<file path="src/rtl/sipo_pkg.sv">
package sipo_pkg;

  // Index of each host pin inside the bundle that goes through the synchronizer
  localparam int PIN_DIN   = 0;
  localparam int PIN_SCLK  = 1;
  localparam int PIN_HOLD  = 2;
  localparam int PIN_CLR_N = 3;
  localparam int PIN_COUNT = 4;

  typedef enum logic [1:0] {
    LAT_CLEAR  = 2'd0,
    LAT_HOLD   = 2'd1,
    LAT_FOLLOW = 2'd2
  } latch_op_e;

  // Clear wins over strobe; a low strobe makes the output register follow
  function automatic latch_op_e pick_op(input logic clr_ok, input logic hold);
    if (!clr_ok)   return LAT_CLEAR;
    else if (hold) return LAT_HOLD;
    else           return LAT_FOLLOW;
  endfunction

endpackage

</file>
<file path="src/rtl/sipo_sync.sv">
module sipo_sync #(
  parameter int N      = 4,
  parameter int STAGES = 2
) (
  input  logic         clk,
  input  logic         rst,
  input  logic [N-1:0] d,
  output logic [N-1:0] q
);

  for (genvar b = 0; b < N; b++) begin : g_bit
    logic [STAGES-1:0] chain;
    always_ff @(posedge clk or posedge rst) begin
      if (rst) chain <= '0;
      else     chain <= {chain[STAGES-2:0], d[b]};
    end
    assign q[b] = chain[STAGES-1];
  end

endmodule

</file>
<file path="src/rtl/sipo_shifter.sv">
module sipo_shifter #(
  parameter int W = 12
) (
  input  logic         clk,
  input  logic         rst,
  input  logic         step,
  input  logic         din,
  output logic [W-1:0] sr_q
);

  // New bit enters at index 0, older bits move toward index W-1
  function automatic logic [W-1:0] push_bit(input logic [W-1:0] cur, input logic b);
    return {cur[W-2:0], b};
  endfunction

  always_ff @(posedge clk or posedge rst) begin
    if (rst)       sr_q <= '0;
    else if (step) sr_q <= push_bit(sr_q, din);
  end

endmodule

</file>
<file path="src/rtl/sipo_latch.sv">
module sipo_latch
  import sipo_pkg::*;
#(
  parameter int W = 12
) (
  input  logic         clk,
  input  logic         rst,
  input  latch_op_e    op,
  input  logic [W-1:0] src,
  output logic [W-1:0] q
);

  always_ff @(posedge clk or posedge rst) begin
    if (rst) begin
      q <= '0;
    end else begin
      unique case (op)
        LAT_CLEAR:  q <= '0;
        LAT_FOLLOW: q <= src;
        default:    q <= q;
      endcase
    end
  end

endmodule

</file>
<file path="src/rtl/sipo_expander.sv">
module sipo_expander
  import sipo_pkg::*;
#(
  parameter int WIDTH       = 12,
  parameter int SYNC_STAGES = 2
) (
  input  logic             clk,
  input  logic             rst,
  input  logic             sdin_i,
  input  logic             sclk_i,
  input  logic             hold_i,
  input  logic             clr_n_i,
  output logic [WIDTH-1:0] par_o
);

  logic [PIN_COUNT-1:0] pins_raw;
  logic [PIN_COUNT-1:0] pins_s;
  logic                 din_s;
  logic                 sclk_s;
  logic                 hold_s;
  logic                 clr_s;
  logic                 sclk_prev;
  logic                 sclk_rise;
  logic [WIDTH-1:0]     sr_q;
  latch_op_e            lat_op;

  always_comb begin
    pins_raw            = '0;
    pins_raw[PIN_DIN]   = sdin_i;
    pins_raw[PIN_SCLK]  = sclk_i;
    pins_raw[PIN_HOLD]  = hold_i;
    pins_raw[PIN_CLR_N] = clr_n_i;
  end

  sipo_sync #(.N(PIN_COUNT), .STAGES(SYNC_STAGES)) u_sync (
    .clk (clk),
    .rst (rst),
    .d   (pins_raw),
    .q   (pins_s)
  );

  assign din_s  = pins_s[PIN_DIN];
  assign sclk_s = pins_s[PIN_SCLK];
  assign hold_s = pins_s[PIN_HOLD];
  assign clr_s  = pins_s[PIN_CLR_N];

  always_ff @(posedge clk or posedge rst) begin
    if (rst) sclk_prev <= 1'b0;
    else     sclk_prev <= sclk_s;
  end

  assign sclk_rise = sclk_s & ~sclk_prev;

  sipo_shifter #(.W(WIDTH)) u_shift (
    .clk  (clk),
    .rst  (rst),
    .step (sclk_rise),
    .din  (din_s),
    .sr_q (sr_q)
  );

  assign lat_op = pick_op(clr_s, hold_s);

  sipo_latch #(.W(WIDTH)) u_latch (
    .clk (clk),
    .rst (rst),
    .op  (lat_op),
    .src (sr_q),
    .q   (par_o)
  );

endmodule

</file>
<file path="config.mk">
export PLATFORM = sky130hd
export DESIGN_NAME = sipo_expander
export DESIGN_NICKNAME = d
export VERILOG_FILES = /design/src/rtl/sipo_pkg.sv /design/src/rtl/sipo_sync.sv /design/src/rtl/sipo_shifter.sv /design/src/rtl/sipo_latch.sv /design/src/rtl/sipo_expander.sv
export SDC_FILE = /design/constraint.sdc
export NUM_CORES = 1
export LEC_CHECK = 0
export BUFFER_PORTS_ARGS = -buffer_cell sky130_fd_sc_hd__buf_2
export CORE_MARGIN = 4
export CORE_UTILIZATION = 45
export DETAILED_ROUTE_END_ITERATION = 12
export PLACE_DENSITY = 0.64
export SETUP_SLACK_MARGIN = 0.4
export SYNTH_ARGS = -nofsm -noshare
export SYNTH_HDL_FRONTEND = slang
export SYNTH_SLANG_ARGS = --single-unit
export TNS_END_PERCENT = 30
</file>
<file path="constraint.sdc">
create_clock -name clk -period 3.8 [get_ports clk]
set_clock_uncertainty 0.15 [all_clocks]
set_input_delay 0.57 -clock clk [delete_from_list [all_inputs] [get_ports clk]]
set_output_delay 0.57 -clock clk [all_outputs]
set_load 0.005 [all_outputs]
</file>
* After elaboration in Yosys (flattened, before gate mapping)
Cells that the tools add are included.
** Word-level totals
- Flip-flop bits (word level) :: 33
- Input bits :: 6
- Output and inout bits :: 12
- Logic and storage cells :: 15
** Operators by class
- Eq/ne operators :: 1
- Mux-type cells :: 3
- Bitwise logic cells :: 2
- Reduce and logical (&&, ||, !) cells :: 2
** Operators with widths (number)
- $pmux 12 s2 :: 1
- $mux 2 :: 2
- $eq 2x2->1 const B :: 1
- $logic_not 2->1 :: 1
- $reduce_bool 2->1 :: 1
- $and 1x1->1 :: 1
- $not 1->1 :: 1

* Longest topological paths before layout
Gate-level depths: netlist of the first run.
- Depth in word-level cells :: 4
- Mapped depth :: 3

* Cells and area by module
Synthesis of the first run repeated with hierarchy kept, for this count alone.
** Second synthesis, totals
- Cell total of the unflattened synthesis :: 72
- Area, all modules :: 1207.4 um^2
** Modules (own cells, without submodules)
- sipo_shifter :: instances 1, cells each 26, area each 488.0 um^2
- sipo_latch :: instances 1, cells each 28, area each 434.2 um^2
- sipo_sync :: instances 1, cells each 13, area each 234.0 um^2
- sipo_expander :: instances 1, cells each 5, area each 51.3 um^2

* Worst setup path after synthesis of the first run
Ideal clock, no wire load.
- Kind :: reg-to-reg
- Start :: register u_sync.g_bit[1].chain[1]
- End :: register u_shift.sr_q[0]
- Library setup time :: 0.125 ns
- Arrival :: 0.922 ns
- Required time :: 3.525 ns
- Setup slack :: 2.603 ns
- Stages on the path, launching flop included :: 4
- Clock period less this slack :: 1.197 ns
- Cell sequence :: dfrtp_1 nand2b_4 buf_6 mux2_4
** Between the ends
- Word-level cells in the longest chain between the ends :: 1
** RTL lines
- from (decl) :: line sipo_sync.sv:12 : logic [STAGES-1:0] chain;
- from (signal assigned) :: line sipo_sync.sv:15 : else chain <= {chain[STAGES-2:0], d[b]};
- $and 1x1->1 :: line sipo_expander.sv:52 : assign sclk_rise = sclk_s & ~sclk_prev;
- to (signal assigned) :: line sipo_shifter.sv:18 : else if (step) sr_q <= push_bit(sr_q, din);
- to (decl) :: line sipo_shifter.sv:8 : output logic [W-1:0] sr_q
Every way passes these cells.
A chain may end at the register's enable or synchronous reset.

* Worst setup path after layout of the first run
- Start :: register u_latch.q[0]
- End :: output par_o[0]
** RTL lines
- from (decl) :: line sipo_latch.sv:10 : output logic [W-1:0] q
- from (signal assigned) :: line sipo_latch.sv:19 : LAT_FOLLOW: q <= src;
- from (signal assigned) :: line sipo_latch.sv:20 : default: q <= q;
- to (decl) :: line sipo_expander.sv:13 : output logic [WIDTH-1:0] par_o
No word-level cell between the ends.

==> results of run 1 <==
-- worst register-to-register path, delay by kind of cell, from the launching register on --
| family | cells | cell delay, ns |
|---|---|---|
| simple gates | 1 | 0.06 |
| flops | 1 | 0.75 |
| mux | 1 | 0.27 |
-- cell usage in the layout, fill, tap and decap left out --
cell type,instances
mux2_4,10
clkbuf_1,1
buf_2,17
dfrtp_1,33
mux2i_1,12
buf_4,1
clkbuf_4,5
mux2_2,2
clkinv_2,2
nor2b_1,12
nand2b_4,1
inv_1,1
-- area by class of cell --
class,count,share of cell area [%]
multi-input combinational,37,27.40
sequential,33,59.30
clock buffer,6,2.965
tap,30,2.695
timing repair buffer,18,6.649
inverter,1,0.2695
clock inverter,2,0.7188
-- cells by family (layout without fill, tap and decap cells) --
logic type	count (synthesis)	count (layout)	share of synthesized area, %
DFF	33	33	66.73
muxes	24	24	23.66
and+or+nand+nor	13	13	7.179
buffers and inverters	4	27	2.426
-- worst paths after layout --
| check | to | slack [ns] | depth (start not counted) |
|---|---|---|---|
| hold / removal | u_shift.sr_q[11] | 0.15 | 3 |
| setup / recovery | par_o[0] | 2.22 | 1 |
| min in group clk | u_sync.g_bit[3].chain[0] | 0.20 | 1 |
| hold reg to reg | u_sync.g_bit[1].chain[1] | 0.20 | 0 |
| setup reg to reg | u_latch.q[3] | 2.47 | 2 |
| max in group asynchronous | u_sync.g_bit[0].chain[1] | 3.05 | 3 |
-- stage by stage --
stage / hold WS, ns / cells
after floorplan: 0.1812 / 74
after global placement: 0.1820 / 119
after detailed placement: 0.1847 / 119
after CTS: 0.1554 / 127
after global routing: 0.1660 / 127
final: 0.1530 / 127
-- layer usage --
metal / vias up / global-route usage, %
met5: - / 0
met4: 0 / 6.502
met3: 0 / 6.596
met2: 14 / 18.83
met1: 311 / 13.76
li1: 291 / -
-- synthesized netlist by cell type --
| library cell | n |
|---|---|
| mux2_2 | 2 |
| mux2_4 | 10 |
| buf_6 | 2 |
| inv_1 | 1 |
| mux2i_1 | 12 |
| clkbuf_1 | 1 |
| nor2b_1 | 12 |
| nand2b_4 | 1 |
| dfrtp_1 | 33 |
-- sequential cells by signal, indices dropped and copies added, names as in the netlist --
register	count
sclk_prev	1
u_latch.q	12
u_shift.sr_q	12
u_sync.g_bit.chain	8
-- power by group --
| part | total, mW | switching [mW] | internal, mW |
|---|---|---|---|
| logic | 0.157 | 0.0480 | 0.109 |
| clock network | 0.184 | 0.113 | 0.0704 |
| registers | 0.491 | 0.0595 | 0.431 |
==> summary.md, run 1 <==
| Metric | Value |
|---|---|
| Outcome | `finished clean` |
| Syn Area/Cell | `16.72 µm²` |
| Buffers & Inverters on Critical Path | `1` |
| Synthesized flop and latch total | `33` |
| Final WL | `between 1.5 and 2 mm` |
| Crit Path Class | `flip-flop to primary output` |
| Min Clock Period, post-route | `1.576 ns` |
| Fmax | `634.4 MHz` |
| Io pins | `18` |
| Post-CTS Repair Setup Buffers | `0` |
| Worst slew pin tran | `0.6155 ns` |
| Nets | `just over 100` |
| Core ar. | `about 2500 µm²` |
| CP top delay family | `flip-flops` |
| Max_slew headroom | `approximately 59%` |
| Vias in the first global route | `668` |
| # clock sinks | `33` |
| Die area | `3653 µm²` |
| Residual DRC | `0` |
| Port bufs | `17` |
| Fillcell total | `217` |
| Via count | `616` |
| CP Capture Type | `primary output` |
| Unrepaired setup endpoints after global routing | `no` |
| Gr usage total | `12.24%` |
| Wire per inst | `13.72 µm` |
| Wl on met1 | `766 µm` |
| Largest net degree at the start of global routing | `34` |
| Critical-path top delay cell | `dfrtp_1` |
| Met3 WL post-DR | `99 µm` |
| Drt first pass iters | `4` |
| Slew Limit Fails | `0` |
| Site row count | `18` |
| Synth cell types | `9` |
| Cell type contributing the most total cell area after synthesis | `dfrtp_1` |
| Top layer in use | `met3` |
| DP Worst Slack | `2.460 ns` |
| Antenna cells | `0` |
| Dpl cell area | `1341 µm²` |
| Setup ws final | `2.224 ns` |
| Final worst path period share | `between 40% and 50%` |
| Die W | `60.44 µm` |
| Cts bufs inserted | `5` |
| Final Cell Area | `1393 µm²` |
| Mapped Nets | `80` |
| Peak VDD IR | `~400 µV` |
| Top cell type's share of synthesized area | `between 60% and 70%` |
| Count of final hold-check violations | `0` |
| Power Total | `831.2 µW` |
| Final ANT Viol Nets | `0` |
| Worst min-delay path class | `input port to async pin` |
| CP Max Fanout | `2` |
| Cts hold-fix bufs | `0` |
| Clk_lat worst skew | `0.32 ns` |
| Top post-synthesis cells by area | `dfrtp_1 67%, mux2_4 12%, mux2i_1 9.7%, nor2b_1 6.1%, buf_6 1.8%` |
| Starting Density | `48.62%` |
| Pwr dens | `596.9 nW/µm²` |
| Clock buffer depth | `2` |
| Sequential cell area | `825.8 µm²` |
| Worst Setup SP | `u_latch.q[0]` |
| Sequential fraction of the synthesis area | `between 60% and 70%` |
| Area Growth Syn to Fin | `12.54%` |
| CP Data Required Time | `3.08 ns` |
| Gr ovfl total | `0` |
| Core Util, Final | `between 50% and 60%` |
| Worst r2r src | `u_sync.g_bit[2].chain[1]` |
| Post-Syn Area | `1237 µm²` |
| Worst path cell trace | `buf_2` |
| First-pass GRT wire length | `3.070 mm` |
| Post-cts sizing count | `0` |
| Pleak | `approximately 0.73 nW` |
| Clock Tree Root | `clkbuf_4` |
| Crit path DAT | `0.86 ns` |
| CTS tree | `yes` |
| Die height | `60.44 µm` |
| Via density | `approximately 4.9` |
| CTS HTree Levels | `2` |
| Routability cong. | `0.6454` |
| Startpoint Class | `flip-flop` |
| # setup viols final | `0` |
| CP peak stage delay | `0.40 ns` |
| Synth Warn # | `0` |
| Multi-input logic area | `381.6 µm²` |
| Metal2 WL | `876 µm` |
| Max-cap violations | `0` |
| DRT iter0 DRCs | `1` |
| Total negative slack | `0 ns` |
| Share of cells above drive strength 1 | `roughly 39%` |
| Syn Inst Count | `between 70 and 80` |
| Antenna violations before repair | `0` |
| Reg clk slew, reported paths | `0.10 ns` |
No activity file was read; power rests on OpenSTA's default activity.
==> run 2: changes to the inputs <==
clock period = 1.54 ns   (was 3.8 ns; I/O delays follow)
==> run 2 against run 1 <==
Effect of this change: die area unchanged; critical path depth stayed put; first-iteration DRC count grew to 9.0 times the previous value; via count rose by 11%; clock-buffer cell count is 2 higher; global-route usage increased by 1.1 points; clock power up 140%.
==> summary.md, run 2 (same netlist as run 1, synthesis figures left out) <==
| Metric | Value |
|---|---|
| Slew Limit Fails | `0 (unchanged)` |
| Metal2 WL | `916 µm (+4.6%)` |
| Clock power frac | `20.8% (-1.3 points)` |
| Max_slew headroom | `72.29% (+13 points)` |
| Antenna cells | `0 (unchanged)` |
| Commonest non-fill, non-tap cell in the layout | `dfrtp_1` |
| Unrepaired setup endpoints after global routing | `yes` |
| Worst slew pin tran | `0.4157 ns (-0.1998 ns)` |
| # clock sinks | `33 (unchanged)` |
| Io pins | `18 (unchanged)` |
| Clock buffer depth | `2 (unchanged)` |
| CP Max Fanout | `2 (unchanged)` |
| CTS HTree Levels | `2 (unchanged)` |
| Largest net degree at the start of global routing | `34 (unchanged)` |
| Antenna violations before repair | `0 (unchanged)` |
| Fillcell total | `217 (unchanged)` |
| Die W | `60.44 µm (unchanged)` |
| Worst r2r src | `u_sync.g_bit[1].chain[1]` |
| Worst reg2reg endpoint | `u_shift.sr_q[11]` |
| Reg clk slew, reported paths | `0.09 ns (about the same)` |
| Pleak | `0.8005 nW (+9.4%)` |
| Pwr dens | `1388 nW/µm² (+130%)` |
| Worst Setup SP | `u_latch.q[10]` |
| Critical-path top delay cell | `dfrtp_1` |
| Total negative slack | `0 ns (unchanged)` |
| Clk_lat worst skew | `0.32 ns (about the same)` |
| Power Total | `2.108 mW (+150%)` |
| Final ANT Viol Nets | `0 (unchanged)` |
| Most frequent cells in the layout | `32 x dfrtp_1, 17 x buf_2, 12 x mux2i_1, 12 x nor2b_1, 11 x mux2_4` |
| Sw power | `536.3 µW (+140%)` |
| Final Cell Area | `1519 µm² (+9.1%)` |
| Die area | `3653 µm² (unchanged)` |
| Gr usage total | `13.33% (+1.1 points)` |
| Worst min-delay path class | `flip-flop to flip-flop` |
| Min Clock Period, post-route | `1.232 ns` |
| Internal power of the cells | `1.572 mW (+160%)` |
| Gr ovfl total | `0 (unchanged)` |
| Fin Hold WS | `0.2040 ns (+0.05091 ns)` |
| Hold worst-path end | `u_sync.g_bit[0].chain[1]` |
| Nets | `116 (+14%)` |
| Hold path cells | `0` |
| Routability cong. | `0.6306 (-2.3%)` |
| Final WL | `1.909 mm (+9.6%)` |
| Core ar. | `2545 µm² (unchanged)` |
| Wl on met1 | `853 µm (+11%)` |
| Max-cap violations | `0 (unchanged)` |
| Startpoint Class | `flip-flop` |
| Met3 WL post-DR | `115 µm (+16%)` |
| Reg2reg setup slack | `0.33 ns (-2.14 ns)` |
| DRT iter0 DRCs | `9 (+8)` |
| Top layer in use | `met4` |
| CTS tree | `yes` |
| Largest regs | `u_latch.q x12, u_shift.sr_q x12, u_sync.g_bit.chain x8` |
| Buffers & Inverters on Critical Path | `1 (unchanged)` |
| Crit Path Class | `flip-flop to primary output` |
| CP Capture Type | `primary output` |
| Via density | `4.851 (about the same)` |
| Comb pwr share | `22.0% (+3.2 points)` |
| Hold wc startpoint | `u_sync.g_bit[0].chain[0]` |
| Starting Density | `48.62% (unchanged)` |
| Dpl cell area | `1349 µm² (+0.56%)` |
| Worst path cell trace | `buf_2` |
| # setup viols final | `0 (unchanged)` |
| Clock Tree Root | `clkbuf_4` |
| Residual DRC | `0 (unchanged)` |
| CP peak stage delay | `0.40 ns (about the same)` |
| Area Growth Syn to Fin | `22.75%` |
| CP Data Required Time | `1.16 ns (-1.92 ns)` |
| Share of cells above drive strength 1 | `41.44% (+2.3 points)` |
| First-pass GRT wire length | `3.415 mm (+11%)` |
| Vias in the first global route | `721 (+7.9%)` |
| Cts bufs inserted | `5 (unchanged)` |
| Fmax | `between 800 and 900 MHz` |
| Count of final hold-check violations | `0 (unchanged)` |
| Crit path DAT | `0.85 ns (about the same)` |
| Via count | `684 (+11%)` |
| Reg2Reg Depth | `2 (unchanged)` |
| Outcome | `finished clean` |
| Site row count | `18 (unchanged)` |
| Switching Fraction | `25.44% (-1.1 points)` |
| Peak VDD IR | `804.4 µV (+100%)` |
| Wire per inst | `13.54 µm (-1.3%)` |
| Final worst path period share | `about four fifths` |
| Port bufs | `17 (unchanged)` |
| Reg power frac | `57.3% (-1.7 points)` |
| Drt first pass iters | `3 (-1)` |
| CP top delay family | `flip-flops` |
| Die height | `60.44 µm (unchanged)` |
==> run 2: layout make-up <==
| type | count | area [µm²] | share of cell area [%] |
|---|---|---|---|
| sequential | 33 | 827.0 | 54.45 |
| multi-input combinational | 38 | 399.1 | 26.28 |
| timing repair buffer | 31 | 202.7 | 13.34 |
| clock buffer | 8 | 48.80 | 3.213 |
| tap | 30 | 37.54 | 2.471 |
| inverter | 1 | 3.754 | 0.2471 |
==> run 2: power by group through the flow <==
stage | combinational, mW | sequential [mW] | clock, mW
after floorplan | 0.309 | 1.19 | 0
after global placement | 0.391 | 1.22 | 0
after detailed placement | 0.402 | 1.22 | 0
after CTS | 0.447 | 1.21 | 0.464
after global routing | 0.514 | 1.24 | 0.511
final | 0.463 | 1.21 | 0.438
==> run 2: through the flow <==
step	utilization, %	setup WS, ns	instances
final	59.69	0.3079	141
after global routing	59.69	0.2437	141
after CTS	58.51	0.2838	137
after detailed placement	53.00	0.2914	120
after global placement	53.00	0.3257	120
after floorplan	-	0.3508	74
==> run 2: worst register-to-register path, cell delays in order (launching register included) <==
cell and delay [ns]:
dfrtp_2 0.46, nand2b_4 0.15, mux2_2 0.35
==> run 2: timing repair <==
action	CTS	global route
setup endpoints to repair	24	33
resized for setup	3	0
hold endpoints to repair	37	0
gates cloned	1	0
buffers inserted	3	4
hold buffers	5	0
==> run 2: worst max path at each step <==
stage | slack [ns] | cells after the start | end
floorplan | 0.35 | 3 | u_shift.sr_q[0]
detailed placement | 0.29 | 2 | u_shift.sr_q[11]
global route | 0.24 | 1 | par_o[10]
finish | 0.31 | 1 | par_o[10]
global placement | 0.33 | 2 | u_shift.sr_q[10]
CTS | 0.28 | 1 | par_o[10]
==> run 2: metal layers <==
metal | GRT usage [%] | vias to the layer above
met1 | 16.30 | 340
li1 | - | 323
met4 | 4.644 | 0
met3 | 7.021 | 4
met2 | 20.37 | 17
met5 | 0 | -
